[config.mk]
export PLATFORM = sky130hd
export DESIGN_NAME = aud_i2s_tx
export DESIGN_NICKNAME = d
export VERILOG_FILES = /design/src/rtl/audtx_pkg.sv /design/src/rtl/audtx_fifo.sv /design/src/rtl/audtx_ctrl.sv /design/src/rtl/audtx_lane.sv /design/src/rtl/aud_i2s_tx.sv
export SDC_FILE = /design/constraint.sdc
export NUM_CORES = 1
export LEC_CHECK = 0
export BUFFER_PORTS_ARGS = -buffer_cell sky130_fd_sc_hd__buf_2
export CORE_AREA = 2 2 240 242
export CTS_CLUSTER_SIZE = 28
export DETAILED_ROUTE_END_ITERATION = 8
export DIE_AREA = 0 0 242 244
export GPL_TIMING_DRIVEN = 0
export MAX_ROUTING_LAYER = met4
export SETUP_SLACK_MARGIN = 0.15
export SKIP_CTS_REPAIR_TIMING = 1
export SLEW_MARGIN = 20
export SYNTH_ARGS = -nofsm -noshare
export SYNTH_HDL_FRONTEND = slang
export SYNTH_SLANG_ARGS = --single-unit
[constraint.sdc]
create_clock -name clk -period 4.62 [get_ports clk]
set_input_delay 0.231 -clock clk [delete_from_list [all_inputs] [get_ports clk]]
set_output_delay 0.231 -clock clk [all_outputs]
set_load 0.01 [all_outputs]
[src/rtl/audtx_pkg.sv]
package audtx_pkg;
  localparam int POS_W = 6;

  typedef enum logic [1:0] {FRM_I2S, FRM_LEFT, FRM_RIGHT} frame_e;

  typedef struct packed {
    logic              tick;
    logic              slotStart;
    logic              rightSlot;
    logic [POS_W-1:0]  pos;
    logic [POS_W-1:0]  halfLen;
    logic [POS_W-1:0]  sampleBits;
    frame_e            frame;
    logic              mono;
    logic              stopFlush;
    logic              clearGo;
    logic              active;
  } laneCtl_t;

  function automatic logic [POS_W-1:0] widthOf(input logic [2:0] code);
    case (code)
      3'd0:    return POS_W'(8);
      3'd2:    return POS_W'(18);
      3'd3:    return POS_W'(24);
      3'd4:    return POS_W'(32);
      default: return POS_W'(16);
    endcase
  endfunction

  function automatic logic [POS_W-1:0] halfOf(input logic [2:0] code, input logic fixed);
    if (fixed) return POS_W'(32);
    case (code)
      3'd0:    return POS_W'(8);
      3'd1:    return POS_W'(16);
      default: return POS_W'(32);
    endcase
  endfunction

  function automatic frame_e frameOf(input logic [1:0] code);
    case (code)
      2'd1:    return FRM_LEFT;
      2'd2:    return FRM_RIGHT;
      default: return FRM_I2S;
    endcase
  endfunction
endpackage

[src/rtl/audtx_fifo.sv]
module audtx_fifo #(
  parameter int DATA_W = 32,
  parameter int DEPTH  = 8
) (
  input  logic              clk,
  input  logic              rstN,
  input  logic              flush,
  input  logic              push,
  input  logic [DATA_W-1:0] din,
  input  logic              pop,
  output logic [DATA_W-1:0] dout,
  output logic              empty,
  output logic              full
);
  localparam int AW = (DEPTH > 1) ? $clog2(DEPTH) : 1;
  localparam int CW = $clog2(DEPTH + 1);

  logic [DATA_W-1:0] mem [DEPTH];
  logic [AW-1:0]     rdPtr, wrPtr;
  logic [CW-1:0]     count;

  assign empty = (count == '0);
  assign full  = (count == CW'(DEPTH));
  assign dout  = mem[rdPtr];

  always_ff @(posedge clk) begin
    if (push && !full) mem[wrPtr] <= din;
  end

  always_ff @(posedge clk) begin
    if (!rstN || flush) begin
      rdPtr <= '0;
      wrPtr <= '0;
      count <= '0;
    end else begin
      if (push && !full) wrPtr <= (wrPtr == AW'(DEPTH-1)) ? '0 : wrPtr + 1'b1;
      if (pop && !empty) rdPtr <= (rdPtr == AW'(DEPTH-1)) ? '0 : rdPtr + 1'b1;
      case ({push && !full, pop && !empty})
        2'b10:   count <= count + 1'b1;
        2'b01:   count <= count - 1'b1;
        default: count <= count;
      endcase
    end
  end
endmodule

[src/rtl/audtx_ctrl.sv]
module audtx_ctrl
  import audtx_pkg::*;
#(
  parameter int DIV_W = 8
) (
  input  logic             clk,
  input  logic             rstN,
  input  logic             cfgEnable,
  input  logic             cfgClear,
  input  logic [1:0]       cfgMode,
  input  logic [2:0]       cfgWidth,
  input  logic             cfgFixed,
  input  logic             cfgPol,
  input  logic             cfgMono,
  input  logic             cfgDma,
  input  logic [DIV_W-1:0] divHalf,
  output logic             sckO,
  output logic             wsO,
  output laneCtl_t         ctl
);
  logic [1:0]       enPipe;
  logic             enSync;
  logic             running, sckQ, rightQ, wsQ;
  logic [DIV_W-1:0] divCnt;
  logic [POS_W-1:0] posQ, halfQ, bitsQ, nextPos;
  logic             nextRight, polQ, monoQ, dmaQ;
  frame_e           frameQ;
  logic             wrap, startNow, fallNow, atEnd, stopNow, tickNow;
  logic             wsChan, leftLevel;

  assign enSync = enPipe[1];

  always_ff @(posedge clk) begin
    if (!rstN) enPipe <= '0;
    else       enPipe <= {enPipe[0], cfgEnable};
  end

  // configuration is captured only while stopped
  always_ff @(posedge clk) begin
    if (!rstN) begin
      frameQ <= FRM_I2S;
      bitsQ  <= POS_W'(16);
      halfQ  <= POS_W'(16);
      polQ   <= 1'b0;
      monoQ  <= 1'b0;
      dmaQ   <= 1'b0;
    end else if (!running) begin
      frameQ <= frameOf(cfgMode);
      bitsQ  <= widthOf(cfgWidth);
      halfQ  <= halfOf(cfgWidth, cfgFixed);
      polQ   <= cfgPol;
      monoQ  <= cfgMono;
      dmaQ   <= cfgDma;
    end
  end

  assign wrap     = (divCnt == divHalf);
  assign startNow = !running && enSync;
  assign fallNow  = running && sckQ && wrap;
  assign atEnd    = (posQ == halfQ - 1'b1);
  assign stopNow  = fallNow && !enSync && atEnd && (!monoQ || rightQ);
  assign tickNow  = startNow || (fallNow && !stopNow);

  always_comb begin
    if (startNow) begin
      nextPos   = '0;
      nextRight = 1'b0;
    end else if (atEnd) begin
      nextPos   = '0;
      nextRight = !rightQ;
    end else begin
      nextPos   = posQ + 1'b1;
      nextRight = rightQ;
    end
  end

  // I2S word select leads the data by one serial clock
  assign wsChan    = (frameQ == FRM_I2S && nextPos == halfQ - 1'b1) ? !nextRight : nextRight;
  assign leftLevel = (frameQ == FRM_I2S) ? polQ : !polQ;

  always_ff @(posedge clk) begin
    if (!rstN) begin
      running <= 1'b0;
      sckQ    <= 1'b0;
      divCnt  <= '0;
      posQ    <= '0;
      rightQ  <= 1'b0;
      wsQ     <= 1'b0;
    end else begin
      if (startNow) begin
        running <= 1'b1;
        sckQ    <= 1'b0;
        divCnt  <= '0;
      end else if (running) begin
        if (wrap) begin
          divCnt <= '0;
          sckQ   <= !sckQ;
        end else begin
          divCnt <= divCnt + 1'b1;
        end
        if (stopNow) running <= 1'b0;
      end
      if (tickNow) begin
        posQ   <= nextPos;
        rightQ <= nextRight;
        wsQ    <= wsChan ? !leftLevel : leftLevel;
      end
    end
  end

  assign sckO = sckQ;
  assign wsO  = wsQ;

  always_comb begin
    ctl            = '0;
    ctl.tick       = tickNow;
    ctl.slotStart  = tickNow && (nextPos == '0);
    ctl.rightSlot  = nextRight;
    ctl.pos        = nextPos;
    ctl.halfLen    = halfQ;
    ctl.sampleBits = bitsQ;
    ctl.frame      = frameQ;
    ctl.mono       = monoQ;
    ctl.stopFlush  = stopNow && dmaQ;
    ctl.clearGo    = cfgClear && !running && !enSync;
    ctl.active     = running;
  end

  a_r2_pos_in_slot: assert property (@(posedge clk) disable iff (!rstN)
    running |-> (posQ < halfQ));

  a_r6_stop_on_boundary: assert property (@(posedge clk) disable iff (!rstN)
    $fell(running) |-> ($past(posQ) == $past(halfQ) - 1'b1));

  a_r6_idle_clock_low: assert property (@(posedge clk) disable iff (!rstN)
    $fell(running) |-> !sckQ);
endmodule

[src/rtl/audtx_lane.sv]
module audtx_lane
  import audtx_pkg::*;
#(
  parameter int DATA_W     = 32,
  parameter int FIFO_DEPTH = 8
) (
  input  logic              clk,
  input  logic              rstN,
  input  laneCtl_t          ctl,
  input  logic              wrValid,
  input  logic              wrRight,
  input  logic [DATA_W-1:0] wrData,
  output logic              wrReady,
  output logic              sdO,
  output logic              underrunO,
  output logic              doneLeftO,
  output logic              doneRightO
);
  localparam int IDX_W = $clog2(DATA_W);

  logic [DATA_W-1:0] head [2];
  logic [1:0]        emptyV, fullV, pushV, popV;
  logic              flush;
  logic [DATA_W-1:0] curSample, selSample, loadSample;
  logic              slotEmpty, nextBit, sdQ, underrunQ, doneQ;
  logic [POS_W-1:0]  idxFull;

  assign flush   = ctl.stopFlush || ctl.clearGo;
  assign wrReady = !ctl.clearGo && !fullV[wrRight];

  for (genvar ch = 0; ch < 2; ch++) begin : g_chan
    assign pushV[ch] = wrValid && wrReady && (wrRight == ch[0]);
    audtx_fifo #(.DATA_W(DATA_W), .DEPTH(FIFO_DEPTH)) i_fifo (
      .clk   (clk),
      .rstN  (rstN),
      .flush (flush),
      .push  (pushV[ch]),
      .din   (wrData),
      .pop   (popV[ch]),
      .dout  (head[ch]),
      .empty (emptyV[ch]),
      .full  (fullV[ch])
    );
  end

  always_comb begin
    loadSample = curSample;
    slotEmpty  = 1'b0;
    if (!ctl.rightSlot) begin
      loadSample = emptyV[0] ? '0 : head[0];
      slotEmpty  = emptyV[0];
    end else if (!ctl.mono) begin
      loadSample = emptyV[1] ? '0 : head[1];
      slotEmpty  = emptyV[1];
    end
  end

  assign popV[0]   = ctl.slotStart && !ctl.rightSlot && !emptyV[0];
  assign popV[1]   = ctl.slotStart && ctl.rightSlot && !ctl.mono && !emptyV[1];
  assign selSample = ctl.slotStart ? loadSample : curSample;

  always_comb begin
    nextBit = 1'b0;
    idxFull = '0;
    if (ctl.frame == FRM_RIGHT) begin
      idxFull = ctl.halfLen - 1'b1 - ctl.pos;
      if (ctl.pos >= ctl.halfLen - ctl.sampleBits) nextBit = selSample[idxFull[IDX_W-1:0]];
    end else begin
      idxFull = ctl.sampleBits - 1'b1 - ctl.pos;
      if (ctl.pos < ctl.sampleBits) nextBit = selSample[idxFull[IDX_W-1:0]];
    end
  end

  always_ff @(posedge clk) begin
    if (!rstN) begin
      curSample <= '0;
      sdQ       <= 1'b0;
      underrunQ <= 1'b0;
      doneQ     <= 1'b0;
    end else begin
      if (ctl.slotStart) curSample <= loadSample;
      if (ctl.tick)         sdQ <= nextBit;
      else if (!ctl.active) sdQ <= 1'b0;
      if (ctl.clearGo)                       underrunQ <= 1'b0;
      else if (ctl.slotStart && slotEmpty)   underrunQ <= 1'b1;
      doneQ <= ctl.clearGo;
    end
  end

  assign sdO        = sdQ;
  assign underrunO  = underrunQ;
  assign doneLeftO  = doneQ;
  assign doneRightO = doneQ;

  a_r8_left_done_empty: assert property (@(posedge clk) disable iff (!rstN)
    doneLeftO |-> emptyV[0]);

  a_r8_right_done_empty: assert property (@(posedge clk) disable iff (!rstN)
    doneRightO |-> emptyV[1]);

  a_r10_underrun_sticky: assert property (@(posedge clk) disable iff (!rstN)
    (underrunQ && !ctl.clearGo) |=> underrunQ);

  a_r5_mono_right_untouched: assert property (@(posedge clk) disable iff (!rstN)
    (ctl.slotStart && ctl.rightSlot && ctl.mono) |=> $stable(curSample));
endmodule

[src/rtl/aud_i2s_tx.sv]
module aud_i2s_tx
  import audtx_pkg::*;
#(
  parameter int DATA_W     = 32,
  parameter int FIFO_DEPTH = 8,
  parameter int DIV_W      = 8
) (
  input  logic              clk,
  input  logic              rstN,
  input  logic              cfgEnable,
  input  logic              cfgClear,
  input  logic [1:0]        cfgMode,
  input  logic [2:0]        cfgWidth,
  input  logic              cfgFixed,
  input  logic              cfgPol,
  input  logic              cfgMono,
  input  logic              cfgDma,
  input  logic [DIV_W-1:0]  divHalf,
  input  logic              wrValid,
  input  logic              wrRight,
  input  logic [DATA_W-1:0] wrData,
  output logic              wrReady,
  output logic              sckO,
  output logic              wsO,
  output logic              sdO,
  output logic              doneLeftO,
  output logic              doneRightO,
  output logic              underrunO
);
  laneCtl_t ctl;

  audtx_ctrl #(.DIV_W(DIV_W)) i_ctrl (
    .clk       (clk),
    .rstN      (rstN),
    .cfgEnable (cfgEnable),
    .cfgClear  (cfgClear),
    .cfgMode   (cfgMode),
    .cfgWidth  (cfgWidth),
    .cfgFixed  (cfgFixed),
    .cfgPol    (cfgPol),
    .cfgMono   (cfgMono),
    .cfgDma    (cfgDma),
    .divHalf   (divHalf),
    .sckO      (sckO),
    .wsO       (wsO),
    .ctl       (ctl)
  );

  audtx_lane #(.DATA_W(DATA_W), .FIFO_DEPTH(FIFO_DEPTH)) i_lane (
    .clk        (clk),
    .rstN       (rstN),
    .ctl        (ctl),
    .wrValid    (wrValid),
    .wrRight    (wrRight),
    .wrData     (wrData),
    .wrReady    (wrReady),
    .sdO        (sdO),
    .underrunO  (underrunO),
    .doneLeftO  (doneLeftO),
    .doneRightO (doneRightO)
  );

  a_r11_data_steady_on_rise: assert property (@(posedge clk) disable iff (!rstN)
    $rose(sckO) |-> ($stable(sdO) && $stable(wsO)));
endmodule

==> metrics.cfg <==
[synth]
synth_area_leaders = edfxtp_1 61%, mux4_2 12%, dfxtp_1 7.4%, mux2i_1 3.0%, nor2_1 2.0%
synth_area_um2 = 25200
ys_top_cells_by_count = 512 x edfxtp_1, 132 x nor2_1, 129 x mux4_2
ys.flop_type = edfxtp_1
ys_warn_count = 0
synth_async_sr_flop_share_pct = 0
synth_cells = 1524
syn_avg_cell_area_um2 = 16.5
seq_area_frac_synth_pct = 68.5
synth_cell_types = 85
synth_edf_count = 512
synth_area_leader_cell = edfxtp_1
synth_top_area_share_pct = 61.1
synth-seq-cells = 605
yosysMostFrequentCell = edfxtp_1
syn-num-nets = 1610

[layout]
nets = 1815
areaGrowthSynthToFinish_pct = 17.6
antennaDiodeCount = 0
register_area_um2 = 17200
nFillCells = 4644
multiInputGateArea_um2 = 7540
fin_util_pct = 52.7
final_layout_size_suffix_gt1_share_pct = 23.0

[pwr]
cellLeakagePower_nw = 9.61
ir_worst_vdd_mv = 0.397
finalPower_mw = 11.5
power.density_nw_per_um2 = 388

[worst_setup_path]
worst_path_largest_cell_delay_ps = 570
reg2reg_depth = 14
cp_cell_sequence = inv_1 -> ha_1 -> xnor2_1 -> nor4_4 -> buf_6 -> nor3_1 -> ha_1 -> a31oi_1 -> xor2_1 -> nand2b_1 -> a41oi_1 -> o31ai_1 -> o211a_1 -> a2111o_1
cp_common_cell = ha_1
worstSetupPathType = register to register
crit_fanout = 10
worst-path-buf-inv = 2
reg2reg_slack_ps = 330
cp_top_family = compound AO/OA/AOI/OAI gates
reg2reg_from = i_ctrl.halfQ[3]
arrival_ps = 4770
crit_path_end_kind = register
r2r_end = i_lane.sdO
slowest_stage = nor3_1
worstSetupStartpointType = register
required_ps = 5100

[hold_path]
hold_end = i_ctrl.frameQ[0]
hold_depth = 4
min_from = cfgMode[1]
min_path_type = input pin to register

[sta]
skew_ps = 45.1
finalMaxSlewViolations = 0
finalSetupViolCount = 0
whs_ps = -18.4
fin_crit_ps = 4290
rsz0062_at_grt = true
worst_pin_slew_ps = 995
slew_headroom_pct = 32.3
hold_viol = 2
max_freq_mhz = 233
fin_crit_sh_pct = 92.8

[floorplan]
ios = 62
initial_core_util_pct = 44.8
die_w_um = 242
rows = 87
dieArea_um2 = 59000
fp.coreArea_um2 = 56200
die_y_um = 244

[clock_tree]
clkLatencyLatePin_ps = 650
htree_levels = 2
clkSlewWorstSetupHoldPaths_ps = 60
cts_sinks = 605
cts_buffer_depth = 3
cts_tree = built
clock-root-buffer = clkbuf_16
numCtsBuffers = 61

[detailed_routing]
drt_first_pass_iters = 5
vias = 14400
viasPerCell = 5.66
routedWlPerCell_um = 25.1
drc_errors = 0
antenna_left = 0
drtIter0Drc = 1246
drt_wl_total_um = 63600

[outcome]
status = finished, violations left
violations = negative hold slack

[job]
drv_cap = 0

[global_route]
grt_pass1_vias = 14600
grt_pass1_wl_um = 94800
grt_util_all_layers_pct = 22.5
gr-total-overflow = 0
grt_max_degree = 20
antenna_found_initial = 0

[placement]
dp_hpwl_um = 43800
port_buffers = 61
globalplace.congestion = 0.953

cells by family (layout without fill, tap and decap cells):
group                    count (synthesis)  after routing  synth area share [%]
AO/OA/AOI/OAI                          192            192                  5.20
XOR/XNOR                                47             47                  1.70
adder cells (fa/ha/maj)                 31             31                  1.57
buffers and inverters                  106            364                  2.04
flip-flops                             605            605                  68.5
multiplexers                           213            213                  15.0
AND/OR/NAND/NOR                        330            330                  6.05
worst register-to-register path: cells and delay by family, from the launching register on:
| kind | cells | cell delay (ps) |
|---|---|---|
| DFF | 1 | 410 |
| and+or+nand+nor | 3 | 760 |
| AOI/OAI and AO/OA | 5 | 1270 |
| adders and majority gates | 2 | 730 |
| buffers and inverters | 2 | 260 |
| xor gates and xnor gates | 2 | 710 |
layout by cell type, fill, tap and decap left out, drive strengths merged, types with 4 or more instances in the layout:
cell         count
edfxtp         512
buf            142
nor2           133
mux4           129
clkbuf         122
dfxtp           93
nand2           92
mux2i           77
o21ai           54
a21oi           53
dlygate4sd3     40
nor3            33
ha              30
clkinv          28
xnor2           26
o221ai          24
inv             21
xor2            20
nand3           18
nand2b           7
o211a            7
bufinv           7
mux2             7
nand4            6
nand3b           6
or3              5
a21boi           4
or2              4
nor3b            4
a311oi           4
a31oi            4
and3             4
a21o             4
nor4             4
a221oi           4
how the worst max path moves through the flow:
stage                                              end                        startpoint  slack, ps  cells past startpoint
floorplan            i_lane.g_chan[1].i_fifo.mem[0][0]  i_lane.g_chan[1].i_fifo.count[1]        640                      6
global placement    i_lane.g_chan[1].i_fifo.mem[0][13]                    i_ctrl.running      -2710                      5
detailed placement    i_lane.g_chan[0].i_fifo.count[2]                   i_ctrl.halfQ[3]        -40                     18
CTS                                         i_lane.sdO                          register        -80                     10
global route          i_lane.g_chan[0].i_fifo.count[2]                    i_ctrl.posQ[0]         80                     17
finish                                      i_lane.sdO                   i_ctrl.halfQ[3]        330                     14
sequential cells by signal, summed over array words and instances (netlist names), named ones only:
name and count:
i_ctrl.dmaQ 1, i_lane.g_chan.i_fifo.count 8, i_ctrl.frameQ 2, i_lane.g_chan.i_fifo.wrPtr 6, i_lane.sdO 1, i_lane.curSample 32
i_lane.g_chan.i_fifo.mem 512, i_ctrl.halfQ 3, i_ctrl.sckO 1, i_lane.g_chan.i_fifo.rdPtr 6, i_ctrl.running 1, i_lane.doneLeftO 1
i_ctrl.polQ 1, i_ctrl.posQ 6, i_lane.underrunO 1, i_ctrl.monoQ 1, i_ctrl.rightQ 1, i_ctrl.divCnt 8
i_ctrl.wsO 1, i_ctrl.bitsQ 4, i_ctrl.enPipe 2
metal layers:
layer / wire [µm] / global-route usage [%] / up-vias
met5: 0 / - / -
met4: 2340 / 8.26 / 0
met3: 3580 / 3.81 / 113
met2: 30000 / 35.1 / 446
met1: 27700 / 29.9 / 7380
li1: - / - / 6423
where the power goes:
part | switching, mW | internal [mW] | leakage (nW)
registers | 0.0312 | 5.97 | 5.37
clock network | 2.11 | 2.92 | 1.00
logic | 0.286 | 0.174 | 3.23
stage by stage:
step,setup slack [ps],TNS [ps],area [µm²],hold slack [ps],cells
global route,77.7,0,29600,5.10,2538
floorplan,641,0,25200,330,1524
CTS,-77.4,-123,29200,-225,2497
global placement,-2710,-417880,26400,426,2341
finish,332,0,29600,-18.4,2538
detailed placement,-41.0,-65.1,27100,435,2381
layout make-up:
type / count / area share (%)
multi-input cells: 813 / 25.5
repair buffers: 142 / 4.35
flip-flops and latches: 605 / 58.2
well taps: 756 / 3.20
clock buffers: 78 / 5.58
plain buffers: 86 / 1.53
inverters: 20 / 0.254
clock inverters: 38 / 1.37
No activity file was read; power rests on OpenSTA's default activity.
